===== config.mk =====
export PLATFORM = sky130hd
export DESIGN_NAME = rowq_fifo
export DESIGN_NICKNAME = d
export VERILOG_FILES = /design/src/rtl/rowq_pkg.sv /design/src/rtl/rowq_ptr.sv /design/src/rtl/rowq_store.sv /design/src/rtl/rowq_fifo.sv
export SDC_FILE = /design/constraint.sdc
export NUM_CORES = 1
export LEC_CHECK = 0
export ABC_AREA = 1
export BUFFER_PORTS_ARGS = -buffer_cell sky130_fd_sc_hd__buf_2
export CAP_MARGIN = 20
export CORE_ASPECT_RATIO = 0.5
export CORE_MARGIN = 5
export CORE_UTILIZATION = 50
export CTS_BUF_LIST = sky130_fd_sc_hd__clkbuf_4 sky130_fd_sc_hd__clkbuf_8
export DETAILED_ROUTE_END_ITERATION = 16
export GPL_ROUTABILITY_DRIVEN = 1
export GPL_TIMING_DRIVEN = 1
export PLACE_DENSITY = 0.78
export SYNTH_ARGS = -nofsm -noshare
export SYNTH_HDL_FRONTEND = slang
export SYNTH_HIERARCHICAL = 1
export SYNTH_SLANG_ARGS = --single-unit

===== constraint.sdc =====
create_clock -name clk -period 2.6 [get_ports clk]
set_clock_uncertainty 0.15 [all_clocks]
set_input_delay 0.26 -clock clk [delete_from_list [all_inputs] [get_ports clk]]
set_output_delay 0.26 -clock clk [all_outputs]
set_load 0.05 [all_outputs]

===== src/rtl/rowq_pkg.sv =====
package rowq_pkg;
  typedef enum logic [1:0] {
    OP_IDLE = 2'b00,
    OP_PUT  = 2'b01,
    OP_TAKE = 2'b10,
    OP_BOTH = 2'b11
  } rowq_op_e;

  function automatic rowq_op_e rowq_decode(input logic put, input logic take);
    return rowq_op_e'({take, put});
  endfunction
endpackage


===== src/rtl/rowq_ptr.sv =====
module rowq_ptr #(
  parameter int AW = 4
) (
  input  logic        clk,
  input  logic        rst,
  input  logic        inc,
  output logic [AW:0] ptr
);
  always_ff @(posedge clk) begin
    if (rst) ptr <= '0;
    else if (inc) ptr <= ptr + 1'b1;
  end

  assert_step_R9: assert property (@(posedge clk) disable iff (rst)
    inc |=> ptr == $past(ptr) + 1'b1);
  assert_idle_R9: assert property (@(posedge clk) disable iff (rst)
    !inc |=> $stable(ptr));
endmodule


===== src/rtl/rowq_store.sv =====
module rowq_store #(
  parameter int W  = 8,
  parameter int AW = 4
) (
  input  logic          clk,
  input  logic          rst,
  input  logic          we,
  input  logic [AW-1:0] wa,
  input  logic [W-1:0]  wd,
  input  logic          re,
  input  logic [AW-1:0] ra,
  output logic [W-1:0]  rq
);
  localparam int ROWS = 1 << AW;

  logic [W-1:0] rows [ROWS];
  logic         same_row;

  assign same_row = we && (wa == ra);

  always_ff @(posedge clk) begin
    if (we) rows[wa] <= wd;
  end

  always_ff @(posedge clk) begin
    if (rst) rq <= '0;
    else if (re) rq <= same_row ? wd : rows[ra];
  end

  assert_hold_R5: assert property (@(posedge clk) disable iff (rst)
    !re |=> $stable(rq));
  assert_bypass_R6: assert property (@(posedge clk) disable iff (rst)
    (re && we && wa == ra) |=> rq == $past(wd));
endmodule


===== src/rtl/rowq_fifo.sv =====
module rowq_fifo #(
  parameter int W  = 8,
  parameter int AW = 4
) (
  input  logic          clk,
  input  logic          rst,
  input  logic          in_valid,
  output logic          in_ready,
  input  logic [W-1:0]  in_data,
  input  logic          pop,
  output logic [W-1:0]  rd_data,
  output logic          full,
  output logic          empty,
  output logic [AW:0]   count
);
  import rowq_pkg::*;

  localparam int DEPTH = 1 << AW;

  logic [AW:0] wr_ptr, rd_ptr;
  logic        put_ok, take_ok;
  rowq_op_e    op;

  assign empty    = (wr_ptr == rd_ptr);
  assign full     = (wr_ptr[AW] != rd_ptr[AW]) && (wr_ptr[AW-1:0] == rd_ptr[AW-1:0]);
  assign count    = wr_ptr - rd_ptr;
  assign in_ready = !full;
  assign put_ok   = in_valid && !full;
  assign take_ok  = pop && (!empty || put_ok);
  assign op       = rowq_decode(put_ok, take_ok);

  rowq_ptr #(.AW(AW)) wr_ptr_i (.clk(clk), .rst(rst), .inc(put_ok),  .ptr(wr_ptr));
  rowq_ptr #(.AW(AW)) rd_ptr_i (.clk(clk), .rst(rst), .inc(take_ok), .ptr(rd_ptr));

  rowq_store #(.W(W), .AW(AW)) store_i (
    .clk(clk), .rst(rst),
    .we(put_ok), .wa(wr_ptr[AW-1:0]), .wd(in_data),
    .re(take_ok), .ra(rd_ptr[AW-1:0]), .rq(rd_data)
  );

  assert_no_overflow_R3: assert property (@(posedge clk) disable iff (rst)
    (in_valid && full && !pop) |=> (full && $stable(count)));
  assert_no_underflow_R4: assert property (@(posedge clk) disable iff (rst)
    (pop && empty && !in_valid) |=> (empty && $stable(rd_data)));
  assert_balanced_R8: assert property (@(posedge clk) disable iff (rst)
    (op == OP_BOTH) |=> $stable(count));
  assert_flags_R7: assert property (@(posedge clk) disable iff (rst)
    !(full && empty) && (count <= (AW+1)'(DEPTH)));
endmodule


Word-level counts from Yosys, hierarchy flattened
Memory sizes are Yosys's and may differ from the RTL's. A register that Yosys moved wholly into a read port is not among the register bits.
Cells that the tools add are included.
{"block": "classes", "eq_ne": 3, "muxes": 2, "reduce_logical": 6, "add_sub_neg": 3}
{"cell": "5-bit by 1-bit adder with 5-bit output (second input constant)", "count": 2}
{"cell": "5-bit equality test", "count": 1}
{"cell": "5-bit subtractor", "count": 1}
{"cell": "4-bit equality test", "count": 1}
{"cell": "1-bit logical AND", "count": 3}
{"cell": "1-bit logical NOT", "count": 2}
{"cell": "1-bit 2-to-1 mux", "count": 2}
{"cell": "1-bit logical OR", "count": 1}
{"cell": "1-bit inequality test", "count": 1}
{"block": "totals", "out_inout_bits": 16, "register_bits": 10, "input_bits": 12, "memories": 1, "ram_bits": 128, "elab_cells": 17}
{"name": "store_i.rows", "depth": 16, "width": 8, "read_ports": 1, "rd_ports_with_merged_regs": 1, "wr": 1, "line": "rowq_store.sv:16", "rtl": "logic [W-1:0] rows [ROWS];"}

Longest topological paths before layout
Gate-level depths: netlist of the first run.
{"block": "logic_depth", "ltp_word": 6, "ltp_mapped": 16, "mapped_depth_nobuf": 15}

Hierarchy
The synthesis of the first run kept the hierarchy.
{"module": "rowq_store", "area_per_inst_um2": 5860.6, "instances": 1, "cells_each": 562, "seq_area_each_um2": 4003.8}
{"module": "rowq_ptr", "area_per_inst_um2": 214.0, "instances": 2, "cells_each": 29, "seq_area_each_um2": 100.1}
{"module": "rowq_fifo", "area_per_inst_um2": 236.5, "instances": 1, "cells_each": 43, "seq_area_each_um2": 0.0}

Worst setup path before layout of the first run
No wires, ideal clock.
{"block": "synth_timing", "path_kind": "reg-to-reg", "startpoint": "reg rd_ptr_i.ptr[1]", "endpoint": "mem store_i.rows[0][0], enable pin", "required_ps": 2080, "period_less_slack_ps": 2589, "t_arrival_ps": 2069, "path_stages_with_launch": 10, "path_buffers": 0, "setup_slack_ps": 11, "setup_time_ps": 370, "path_cell_list": "dfxtp_1 -> inv_1 -> ha_1 -> nand2_1 -> nor2_2 -> inv_2 -> nor2_4 -> nor2_1 -> nand3_1 -> nor2_1"}
{"block": "synth_between", "elab_chain_len": 6}
{"item": "start, declared", "line": "rowq_ptr.sv:7", "rtl": "output logic [AW:0] ptr"}
{"item": "start signal, assigned", "line": "rowq_ptr.sv:11", "rtl": "else if (inc) ptr <= ptr + 1'b1;"}
{"item": "4-bit equality test"}
{"item": "1-bit logical AND", "line": "rowq_fifo.sv:25", "rtl": "assign full = (wr_ptr[AW] != rd_ptr[AW]) && (wr_ptr[AW-1:0] == rd_ptr[AW-1:0]);"}
{"item": "named net full", "line": "rowq_fifo.sv:12", "rtl": "output logic full,"}
{"item": "1-bit logical NOT", "line": "rowq_fifo.sv:28", "rtl": "assign put_ok = in_valid && !full;"}
{"item": "1-bit logical AND", "line": "rowq_fifo.sv:28"}
{"item": "named net put_ok", "line": "rowq_fifo.sv:21", "rtl": "logic put_ok, take_ok;"}
{"item": "1-bit 2-to-1 mux", "line": "rowq_store.sv:22", "rtl": "if (we) rows[wa] <= wd;"}
{"item": "1-bit 2-to-1 mux (implied by the code)", "line": "rowq_store.sv:22"}
{"item": "end, declared", "line": "rowq_store.sv:16"}
The timed path passes the listed nets, and every way through them passes these cells.

Worst setup path after layout of the first run
{"block": "layout_timing", "startpoint": "reg wr_ptr_i.ptr[0]", "endpoint": "out count[4]"}
{"block": "layout_between", "elab_chain_len": 1}
{"item": "start, declared", "line": "rowq_ptr.sv:7"}
{"item": "start signal, assigned", "line": "rowq_ptr.sv:11"}
{"item": "5-bit subtractor", "line": "rowq_fifo.sv:26", "rtl": "assign count = wr_ptr - rd_ptr;"}
{"item": "end, declared", "line": "rowq_fifo.sv:14", "rtl": "output logic [AW:0] count"}
Every way passes these cells.

==> results.yml, run 1 <==
outcome:
  outcome: "finished clean"
worst_setup_path:
  ff2ff_path_depth: 14
  crit_type: "reg2out"
  path_max_fanout: 2
  rr_endpoint: "store_i/rq[6]$_SDFFE_PP0P_"
  crit_path_start_kind: "flop"
  r2r_start: "rd_ptr_i/ptr[3]$_SDFFE_PP0P_"
  r2r_slack_ns: 0.24
  arrival_ns: 1.99
  cp-end-kind: "output pin"
  required_ns: 2.19
detailed_routing:
  drc: 0
  wl_per_cell_um: 17.54
  drt_iter0_markers: 573
  drt.antenna.violating_nets: 0
  vias: 4934
  drt_pass1_iterations: 7
  drt_wl_total_um: 15710
  vias_per_cell: 5.507
min_path:
  min_to: "rd_ptr_i/ptr[0]$_SDFFE_PP0P_"
  hold-path-cell-count: 4
  hp-class: "in2reg"
  hp-start: "rst"
timing:
  finalCritPeriodShare_pct: 92.26
  whs_ns: 0.02689
  hold_viol_final: 0
  tightest_slew_ns: 0.6732
  setup_tns_ns: 0
  rsz0062_at_grt: "false"
  setup_viol: 0
  max_slew_margin_pct: 55.12
  drv_slew: 0
  period_needed_ns: 2.399
  max_freq_mhz: 416.9
grt:
  busiest_layer: "met2"
  grt_pass1_wl_um: 24450
  grt_antenna_before_repair: 0
  overflow: 0
  gr-usage-all-layers_pct: 20.41
  gr-usage-met3_pct: 5.815
  met1_usage_pct: 27.81
  grt_max_degree: 63
  use_met2_pct: 31.58
  grt_pass1_vias: 4707
die:
  start_util_pct: 51.23
  die_area_um2: 15570
  die_w_um: 171.6
  rows: 29
  num_io_pins: 28
  coreArea_um2: 12740
  die_h_um: 90.78
layout:
  fillCellCount: 1011
  final_cell_mix: "193 x nand2_1, 128 x edfxtp_1, 88 x nand3_1, 77 x inv_1, 54 x nor2_1"
  insertedDiodeCount: 0
  drive_gt1_share_pct: 14.74
  area_growth_pct: 12.04
  final_common_cell: "nand2_1"
  final_nets: 732
logic_synthesis:
  syn_avg_cell_area_um2: 9.842
  async_flop_share_pct: 0
  postSynthCellCount: 663
  syn_area_um2: 6525
  ys.flop_type: "edfxtp_1"
  ys_seq_elements: 146
  yosysWarnings: 6
  seq_area_frac_synth_pct: 64.43
  synth.distinct_cells: 27
  syn_nets: 682
  synth-edff-count: 128
placement:
  portBuffers: 27
  gp_congestion: 0.8896
  hpwlAfterDp_um: 9901
cts:
  clkLatencyLatePin_ns: 0.44
  clockRootBuffer: "clkbuf_8"
  clkTransAtPathRegs_ns: 0.08
  postCtsHoldBufs: 0
  clock-sinks: 146
  numCtsBuffers: 17
  ctsResizeCount: 0
  htreeDepth: 4
  cts_setup_buffers: 0
  clock_path_buffers: 2
  cts_tree: "yes"
pwr:
  ir_drop_mv: 0.4459
  power.density_nw_per_um2: 700.3
  power_uw: 5119
  leakagePower_uw: 0.003044
flow_run:
  cap_violations: 0
## flip-flops by register name, indices dropped and copies added (netlist names)
register / flops
store_i/rows: 128
store_i/rq: 8
rd_ptr_i/ptr: 5
wr_ptr_i/ptr: 5
## cell usage after synthesis, types with 5 or more instances
| master | instances | area share [%] |
|---|---|---|
| nor2_1 | 56 | 3.2 |
| ha_1 | 6 | 1.2 |
| nand3_1 | 88 | 6.7 |
| dfxtp_1 | 18 | 5.5 |
| clkbuf_1 | 5 | 0.29 |
| nand2_1 | 194 | 11 |
| inv_1 | 77 | 4.4 |
| or2_1 | 5 | 0.48 |
| o21ai_0 | 22 | 1.7 |
| buf_2 | 10 | 0.77 |
| buf_6 | 7 | 1.2 |
| edfxtp_1 | 128 | 59 |
| a21oi_1 | 14 | 1.1 |
| nor2_2 | 5 | 0.48 |
| o21ai_1 | 7 | 0.54 |
## routing by layer
layer / part of all wire [%] / vias up / wire, um
met5: 0 / - / 0
met1: 40 / 2308 / 6334
li1: - / 2276 / -
met4: 2.0 / 0 / 314
met2: 46 / 315 / 7233
met3: 12 / 35 / 1832
## logic make-up (layout without fill, tap and decap cells)
family / count (synthesis) / after routing / share of synthesized area, %
buffers and inverters: 108 / 171 / 7.402
and+or+nand+nor: 352 / 352 / 22.55
DFF: 146 / 146 / 64.43
xor gates and xnor gates: 2 / 2 / 0.2685
adders and majority gates: 7 / 7 / 1.457
AOI/OAI and AO/OA: 48 / 48 / 3.893
## per-stage QoR
step	instance area, um^2	std cells	setup WS, ns	utilization, %
global route	7311	896	0.09010	57.40
detailed placement	6929	864	0.1698	54.41
floorplan	6525	663	0.01060	-
global placement	6929	864	0.2533	54.41
CTS	7303	896	0.1607	57.34
finish	7311	896	0.2012	57.40
## cell type report
cell class                 instances  area (um^2)  area share (%)
multi-input combinational        409         1846           25.24
timing repair buffer              57        360.3           4.929
sequential                       146         4205           57.52
clock inverter                    14        132.6           1.814
clock buffer                      18        241.5           3.303
tap                              170        212.7           2.909
inverter                          82        312.8           4.279
## report_power, final
| part | total, uW | internal (uW) | switching [uW] |
|---|---|---|---|
| Clock | 1670 | 780 | 891 |
| Combinational | 829 | 214 | 615 |
| Sequential | 2620 | 2590 | 26.1 |
| Total | 5120 | 3590 | 1530 |
## worst max-delay path: stages (launching register included)
cell	delay (ns)
dfxtp_1	0.32
inv_1	0.06
ha_1	0.16
inv_1	0.07
fa_1	0.41
nand3_1	0.12
nand3_1	0.09
nand2_1	0.07
buf_2	0.25
## how the worst max path moves through the flow
stage | start | endpoint | slack (ns) | depth (start not counted)
2_1_floorplan | rd_ptr_i/ptr[1]$_SDFFE_PP0P_ | store_i/rows[0][0]$_DFFE_PP_ | 0.01 | 9
3_5_place_dp | rd_ptr_i/ptr[2]$_SDFFE_PP0P_ | store_i/rq[6]$_SDFFE_PP0P_ | 0.17 | 14
3_3_place_gp | rd_ptr_i/ptr[2]$_SDFFE_PP0P_ | store_i/rq[7]$_SDFFE_PP0P_ | 0.25 | 13
4_1_cts | rd_ptr_i/ptr[3]$_SDFFE_PP0P_ | store_i/rq[6]$_SDFFE_PP0P_ | 0.16 | 14
6_report | wr_ptr_i/ptr[0]$_SDFFE_PP0P_ | count[4] | 0.20 | 8
5_1_grt | rd_ptr_i/ptr[2]$_SDFFE_PP0P_ | store_i/rq[5]$_SDFFE_PP0P_ | 0.09 | 14
No activity file was read; power rests on OpenSTA's default activity.
==> inputs of run 2 (changes only) <==
--- a/config.mk
+++ b/config.mk
@@ -10,12 +10,12 @@
 export CAP_MARGIN = 20
 export CORE_ASPECT_RATIO = 0.5
 export CORE_MARGIN = 5
-export CORE_UTILIZATION = 50
+export CORE_UTILIZATION = 54
 export CTS_BUF_LIST = sky130_fd_sc_hd__clkbuf_4 sky130_fd_sc_hd__clkbuf_8
 export DETAILED_ROUTE_END_ITERATION = 16
 export GPL_ROUTABILITY_DRIVEN = 1
 export GPL_TIMING_DRIVEN = 1
-export PLACE_DENSITY = 0.78
+export PLACE_DENSITY = 0.83
 export SYNTH_ARGS = -nofsm -noshare
 export SYNTH_HDL_FRONTEND = slang
 export SYNTH_HIERARCHICAL = 1
==> run 2 against run 1 <==
Register-to-register slack is essentially flat. Clock power about the same. Fmax is 2.1% higher. Final cell count shrank 0.89%. Worst setup slack gained 0.049 ns. Cell area fell by 0.26%. Die area down 6.8%.
==> results.yml, run 2 (synthesized netlist as in run 1, its figures left out) <==
timing:
  period_needed_ns: 2.350
  hold_viol_final: 0
  setup_tns_ns: 0
  whs_ns: 0.09160
  max_slew_margin_pct: 48.88
  finalCritPeriodShare_pct: 90.38
  tightest_slew_ns: 0.7667
  drv_slew: 0
  setup_ws_ns: 0.2500
  max_freq_mhz: 425.5
  rsz0062_at_grt: "false"
  setup_viol: 0
die:
  die_w_um: 165.5
  die_area_um2: 14520
  rows: 28
  num_io_pins: 28
  coreArea_um2: 11810
  start_util_pct: 55.27
  die_h_um: 87.73
detailed_routing:
  vias: 4934
  drt_pass1_iterations: 6
  drt.antenna.violating_nets: 0
  vias_per_cell: 5.556
  drc: 0
  drt_wl_total_um: 15480
  drt_iter0_markers: 848
  wl_per_cell_um: 17.43
worst_setup_path:
  rr_endpoint: "store_i/rows[12][1]$_DFFE_PP_"
  path_cells: "inv_1, ha_1, nand2_1, nor2_2, inv_2, nor2_4, nor2_2, nand3_1, nor2_1, buf_4"
  cp-end-kind: "flop"
  crit_path_start_kind: "flop"
  crit_type: "reg2reg"
  r2r_slack_ns: 0.25
  arrival_ns: 2.35
  cpMostUsedCell: "nor2_2"
  worstSetupStartpoint: "rd_ptr_i/ptr[3]$_SDFFE_PP0P_"
  required_ns: 2.60
  ff2ff_path_depth: 10
  r2r_start: "rd_ptr_i/ptr[3]$_SDFFE_PP0P_"
  slowest_delay_ns: 0.34
  path_max_fanout: 6
  crit_family: "simple AND/OR/NAND/NOR gates"
  cp_slowest_cell: "dfxtp_1"
  cp.buffers_inverters: 3
min_path:
  hp-start: "in_data[4]"
  min_to: "store_i/rows[10][4]$_DFFE_PP_"
  hold-path-cell-count: 1
  hp-class: "in2reg"
grt:
  grt_antenna_before_repair: 0
  grt_pass1_wl_um: 24100
  overflow: 0
  grt_pass1_vias: 4477
  gr-usage-all-layers_pct: 22.29
  grt_max_degree: 72
layout:
  largest_reg_flops: 128
  fin_util_pct: 61.76
  final_cell_mix: "193 x nand2_1, 128 x edfxtp_1, 88 x nand3_1, 77 x inv_1, 55 x nor2_1"
  regMostFlops: "store_i/rows"
  insertedDiodeCount: 0
  final_common_cell: "nand2_1"
  drive_gt1_share_pct: 13.97
  area_growth_pct: 11.75
  reg_top3: "store_i/rows: 128 flops, store_i/rq: 8 flops"
  final_nets: 731
cts:
  htreeDepth: 4
  clkTransAtPathRegs_ns: 0.08
  clock_path_buffers: 2
  clockRootBuffer: "clkbuf_8"
  cts_tree: "yes"
  numCtsBuffers: 17
  clkLatencyLatePin_ns: 0.44
  clock-sinks: 146
flow_run:
  cap_violations: 0
pwr:
  switching_share_pct: 28.57
  power.density_nw_per_um2: 705.3
  leakagePower_uw: 0.003028
  p_switching_uw: 1469
  ir_drop_mv: 0.5999
  seqPwrFrac_pct: 50.8
  pwr-share-comb_pct: 16.4
  p_clk_share_pct: 32.8
  internal_power_uw: 3673
placement:
  hpwlAfterDp_um: 9759
  post-place-ws_ns: 0.06995
  gp_congestion: 0.8533
  portBuffers: 27
outcome:
  outcome: "finished clean"
run 2: changes by cell type in the layout (fill, tap and decap cells not counted), sizes merged:
cell,previous run,this run
bufinv,1,2
clkinvlp,1,3
buf,57,55
dlygate4sd3,0,1
inv,85,83
clkbuf,18,20
clkinv,9,4
run 2: repair_timing:
action                     4_1_cts  5_1_grt
gates resized for setup          0        2
setup buffers                    0        0
setup endpoints to repair        0       38
hold buffers                     1        0
hold endpoints to repair         3        0
run 2: area by class of cell:
type | instances | area [um^2]
fill | 897 | 4514
sequential | 146 | 4205
clock buffer | 20 | 256.5
clock inverter | 10 | 112.6
timing repair buffer | 56 | 355.3
inverter | 82 | 312.8
multi-input combinational | 409 | 1843
tap | 165 | 206.4
run 2: worst max-delay path by stage:
stage,end,slack [ns],cells after the start
2_1_floorplan,store_i/rows[0][0]$_DFFE_PP_,0.01,9
3_3_place_gp,store_i/rq[1]$_SDFFE_PP0P_,0.19,13
6_report,store_i/rows[12][1]$_DFFE_PP_,0.25,10
3_5_place_dp,store_i/rq[1]$_SDFFE_PP0P_,0.07,13
4_1_cts,store_i/rq[1]$_SDFFE_PP0P_,0.05,13
5_1_grt,store_i/rq[6]$_SDFFE_PP0P_,0.08,13
run 2: through the flow:
stage | instances | power (uW) | area (um^2)
after floorplan | 663 | 3255 | 6525
after global placement | 857 | 3465 | 6908
after detailed placement | 857 | 3484 | 6908
after CTS | 888 | 5139 | 7287
after global routing | 888 | 5333 | 7292
final | 888 | 5143 | 7292
run 2: worst reg2reg max path: stages (launching register included):
cell	delay [ns]
dfxtp_1	0.34
inv_1	0.05
ha_1	0.33
nand2_1	0.11
nor2_2	0.05
inv_2	0.07
nor2_4	0.04
nor2_2	0.23
nand3_1	0.20
nor2_1	0.27
buf_4	0.22
run 2: routing by layer:
| layer | vias up | share of wire (%) | GRT usage [%] |
|---|---|---|---|
| met2 | 351 | 45 | 34.21 |
| li1 | 2275 | - | - |
| met3 | 48 | 12 | 4.748 |
| met4 | 0 | 3.1 | 9.581 |
| met1 | 2260 | 40 | 31.29 |
| met5 | - | 0 | 0 |
run 2: power by group through the flow:
stage	clock network (uW)	logic (uW)	registers (uW)
finish	1690	843	2610
global placement	0	801	2660
floorplan	0	525	2730
CTS	1700	826	2610
detailed placement	0	819	2660
global route	1810	909	2620
==> inputs of run 3 (changes only) <==
--- a/config.mk
+++ b/config.mk
@@ -13,9 +13,9 @@
 export CORE_UTILIZATION = 54
 export CTS_BUF_LIST = sky130_fd_sc_hd__clkbuf_4 sky130_fd_sc_hd__clkbuf_8
 export DETAILED_ROUTE_END_ITERATION = 16
-export GPL_ROUTABILITY_DRIVEN = 1
+export GPL_ROUTABILITY_DRIVEN = 0
 export GPL_TIMING_DRIVEN = 1
-export PLACE_DENSITY = 0.83
+export PLACE_DENSITY = 0.8
 export SYNTH_ARGS = -nofsm -noshare
 export SYNTH_HDL_FRONTEND = slang
 export SYNTH_HIERARCHICAL = 1
==> constraint.sdc (replaced) <==
create_clock -name clk -period 2.77 [get_ports clk]
set_clock_uncertainty 0.15 [all_clocks]
set_input_delay 0.1385 -clock clk [delete_from_list [all_inputs] [get_ports clk]]
set_output_delay 0.1385 -clock clk [all_outputs]
set_load 0.05 [all_outputs]
==> run 3 against run 2 <==
Cell area is 1.8% higher. Final cell count up 1.7%. Highest routed layer unchanged. Register-to-register slack improved by 0.18 ns. Via count fell by 1.5%. Critical endpoint is now store_i/rq[4]$_SDFFE_PP0P_.
==> results.yml, run 3 (synthesized netlist as in run 1, its figures left out) <==
grt:
  gr-usage-all-layers_pct: 22.27
  grt_antenna_before_repair: 0
  grt_pass1_wl_um: 23760
  grt_pass1_vias: 4611
  overflow: 0
  grt_max_degree: 41
timing:
  setup_viol: 0
  tightest_slew_ns: 0.4405
  setup_tns_ns: 0
  drv_slew: 0
  hold_viol_final: 0
  rsz0062_at_grt: "false"
  max_slew_margin_pct: 70.63
  whs_ns: 0.06096
  period_needed_ns: 2.344
  max_freq_mhz: 426.6
  finalCritPeriodShare_pct: 84.63
cts:
  clockRootBuffer: "clkbuf_8"
  clock_path_buffers: 2
  numCtsBuffers: 17
  clock-sinks: 146
  clkTransAtPathRegs_ns: 0.08
  ctsResizeCount: 0
  htreeDepth: 4
  clkLatencyLatePin_ns: 0.45
  cts_tree: "yes"
  cts_setup_buffers: 0
layout:
  multi_input_area_um2: 1838
  regMostFlops: "store_i/rows"
  area_growth_pct: 13.77
  final_common_cell: "nand2_1"
  reg_top3: "store_i/rows: 128 flops, store_i/rq: 8 flops"
  fin_cells: 903
  stdcell_area_um2: 7423
  fillCellCount: 885
  final_nets: 744
  final_cell_mix: "194 x nand2_1, 128 x edfxtp_1, 88 x nand3_1, 77 x inv_1, 56 x nor2_1"
  insertedDiodeCount: 0
  largest_reg_flops: 128
  seq_area_um2: 4205
  drive_gt1_share_pct: 14.36
die:
  coreArea_um2: 11810
  die_w_um: 165.5
  num_io_pins: 28
  die_area_um2: 14520
  die_h_um: 87.73
  rows: 28
  start_util_pct: 55.27
pwr:
  pwr-share-comb_pct: 16.4
  switching_share_pct: 28.90
  power.density_nw_per_um2: 656.1
  p_switching_uw: 1408
  ir_drop_mv: 0.4036
  p_clk_share_pct: 33.2
  seqPwrFrac_pct: 50.4
  power_uw: 4871
  leakagePower_uw: 0.003094
  internal_power_uw: 3463
detailed_routing:
  drt_pass1_iterations: 6
  wl_per_cell_um: 16.79
  drc: 0
  drt_iter0_markers: 788
  vias_per_cell: 5.383
  vias: 4861
  drt_wl_total_um: 15160
  drt.antenna.violating_nets: 0
min_path:
  hp-class: "in2reg"
placement:
  portBuffers: 27
  dp.cells: 861
  hpwlAfterDp_um: 9548
  post_dp_cell_area_um2: 6938
worst_setup_path:
  arrival_ns: 2.57
  path_cells: "inv_1, ha_1, nand2_1, nor2_2, inv_2, nor2_4, nor2_1, o21ai_1, nor2_1, nand2_1, inv_2, nand2_1, nand2_1, inv_1, a21oi_2"
  required_ns: 3.00
  cp_slowest_cell: "dfxtp_1"
  cpMostUsedCell: "nand2_1"
  cp-end-kind: "flop"
  slowest_delay_ns: 0.33
  path_max_fanout: 15
  crit_type: "reg2reg"
  crit_path_start_kind: "flop"
outcome:
  outcome: "finished clean"
flow_run:
  cap_violations: 0
run 3: path summary, 6_finish.rpt:
kind | cells after the start | slack [ns] | endpoint | start
min | 5 | 0.06 | wr_ptr_i/ptr[1]$_SDFFE_PP0P_ | in_valid
max | 15 | 0.43 | store_i/rq[4]$_SDFFE_PP0P_ | rd_ptr_i/ptr[3]$_SDFFE_PP0P_
min reg2reg | 2 | 0.37 | rd_ptr_i/ptr[4]$_SDFFE_PP0P_ | rd_ptr_i/ptr[4]$_SDFFE_PP0P_
max reg2reg | 15 | 0.43 | store_i/rq[4]$_SDFFE_PP0P_ | rd_ptr_i/ptr[3]$_SDFFE_PP0P_
run 3: power by group through the flow:
stage | registers [uW] | clock network (uW) | logic (uW)
floorplan | 2560 | 0 | 493
global placement | 2500 | 0 | 756
detailed placement | 2500 | 0 | 772
CTS | 2450 | 1640 | 788
global route | 2460 | 1740 | 865
finish | 2450 | 1620 | 797
run 3: critical path: cells and delay by family, from the launching register on:
kind / cells / cell delay, ns
AOI/OAI and AO/OA: 2 / 0.25
adders and majority gates: 1 / 0.33
buffers and inverters: 4 / 0.31
DFF: 1 / 0.33
and+or+nand+nor: 8 / 0.89
run 3: final cells by class:
type / count / share of cell area (%)
Tap cell: 165 / 2.781
Clock buffer: 19 / 3.354
Inverter: 82 / 4.214
Multi-Input combinational cell: 409 / 24.76
Timing Repair Buffer: 69 / 6.405
Sequential cell: 146 / 56.65
Clock inverter: 13 / 1.837
run 3: stage by stage:
| stage | worst slack (ns) | utilization (%) |
|---|---|---|
| finish | 0.4259 | 62.88 |
| global route | 0.1456 | 62.88 |
| CTS | 0.4386 | 62.88 |
| detailed placement | 0.4597 | 58.76 |
| global placement | 0.5551 | 58.76 |
| floorplan | 0.1806 | - |
run 3: routing by layer:
metal / part of all wire [%] / vias to the layer above / track usage (%)
met5: 0 / - / 0
li1: - / 2299 / -
met3: 12 / 44 / 6.347
met2: 46 / 307 / 34.62
met1: 39 / 2211 / 29.31
met4: 3.5 / 0 / 10.78
run 3: what timing repair did:
item,CTS,global route
setup endpoints to repair,0,0
hold buffers,10,0
endpoints found under the hold margin,145,0
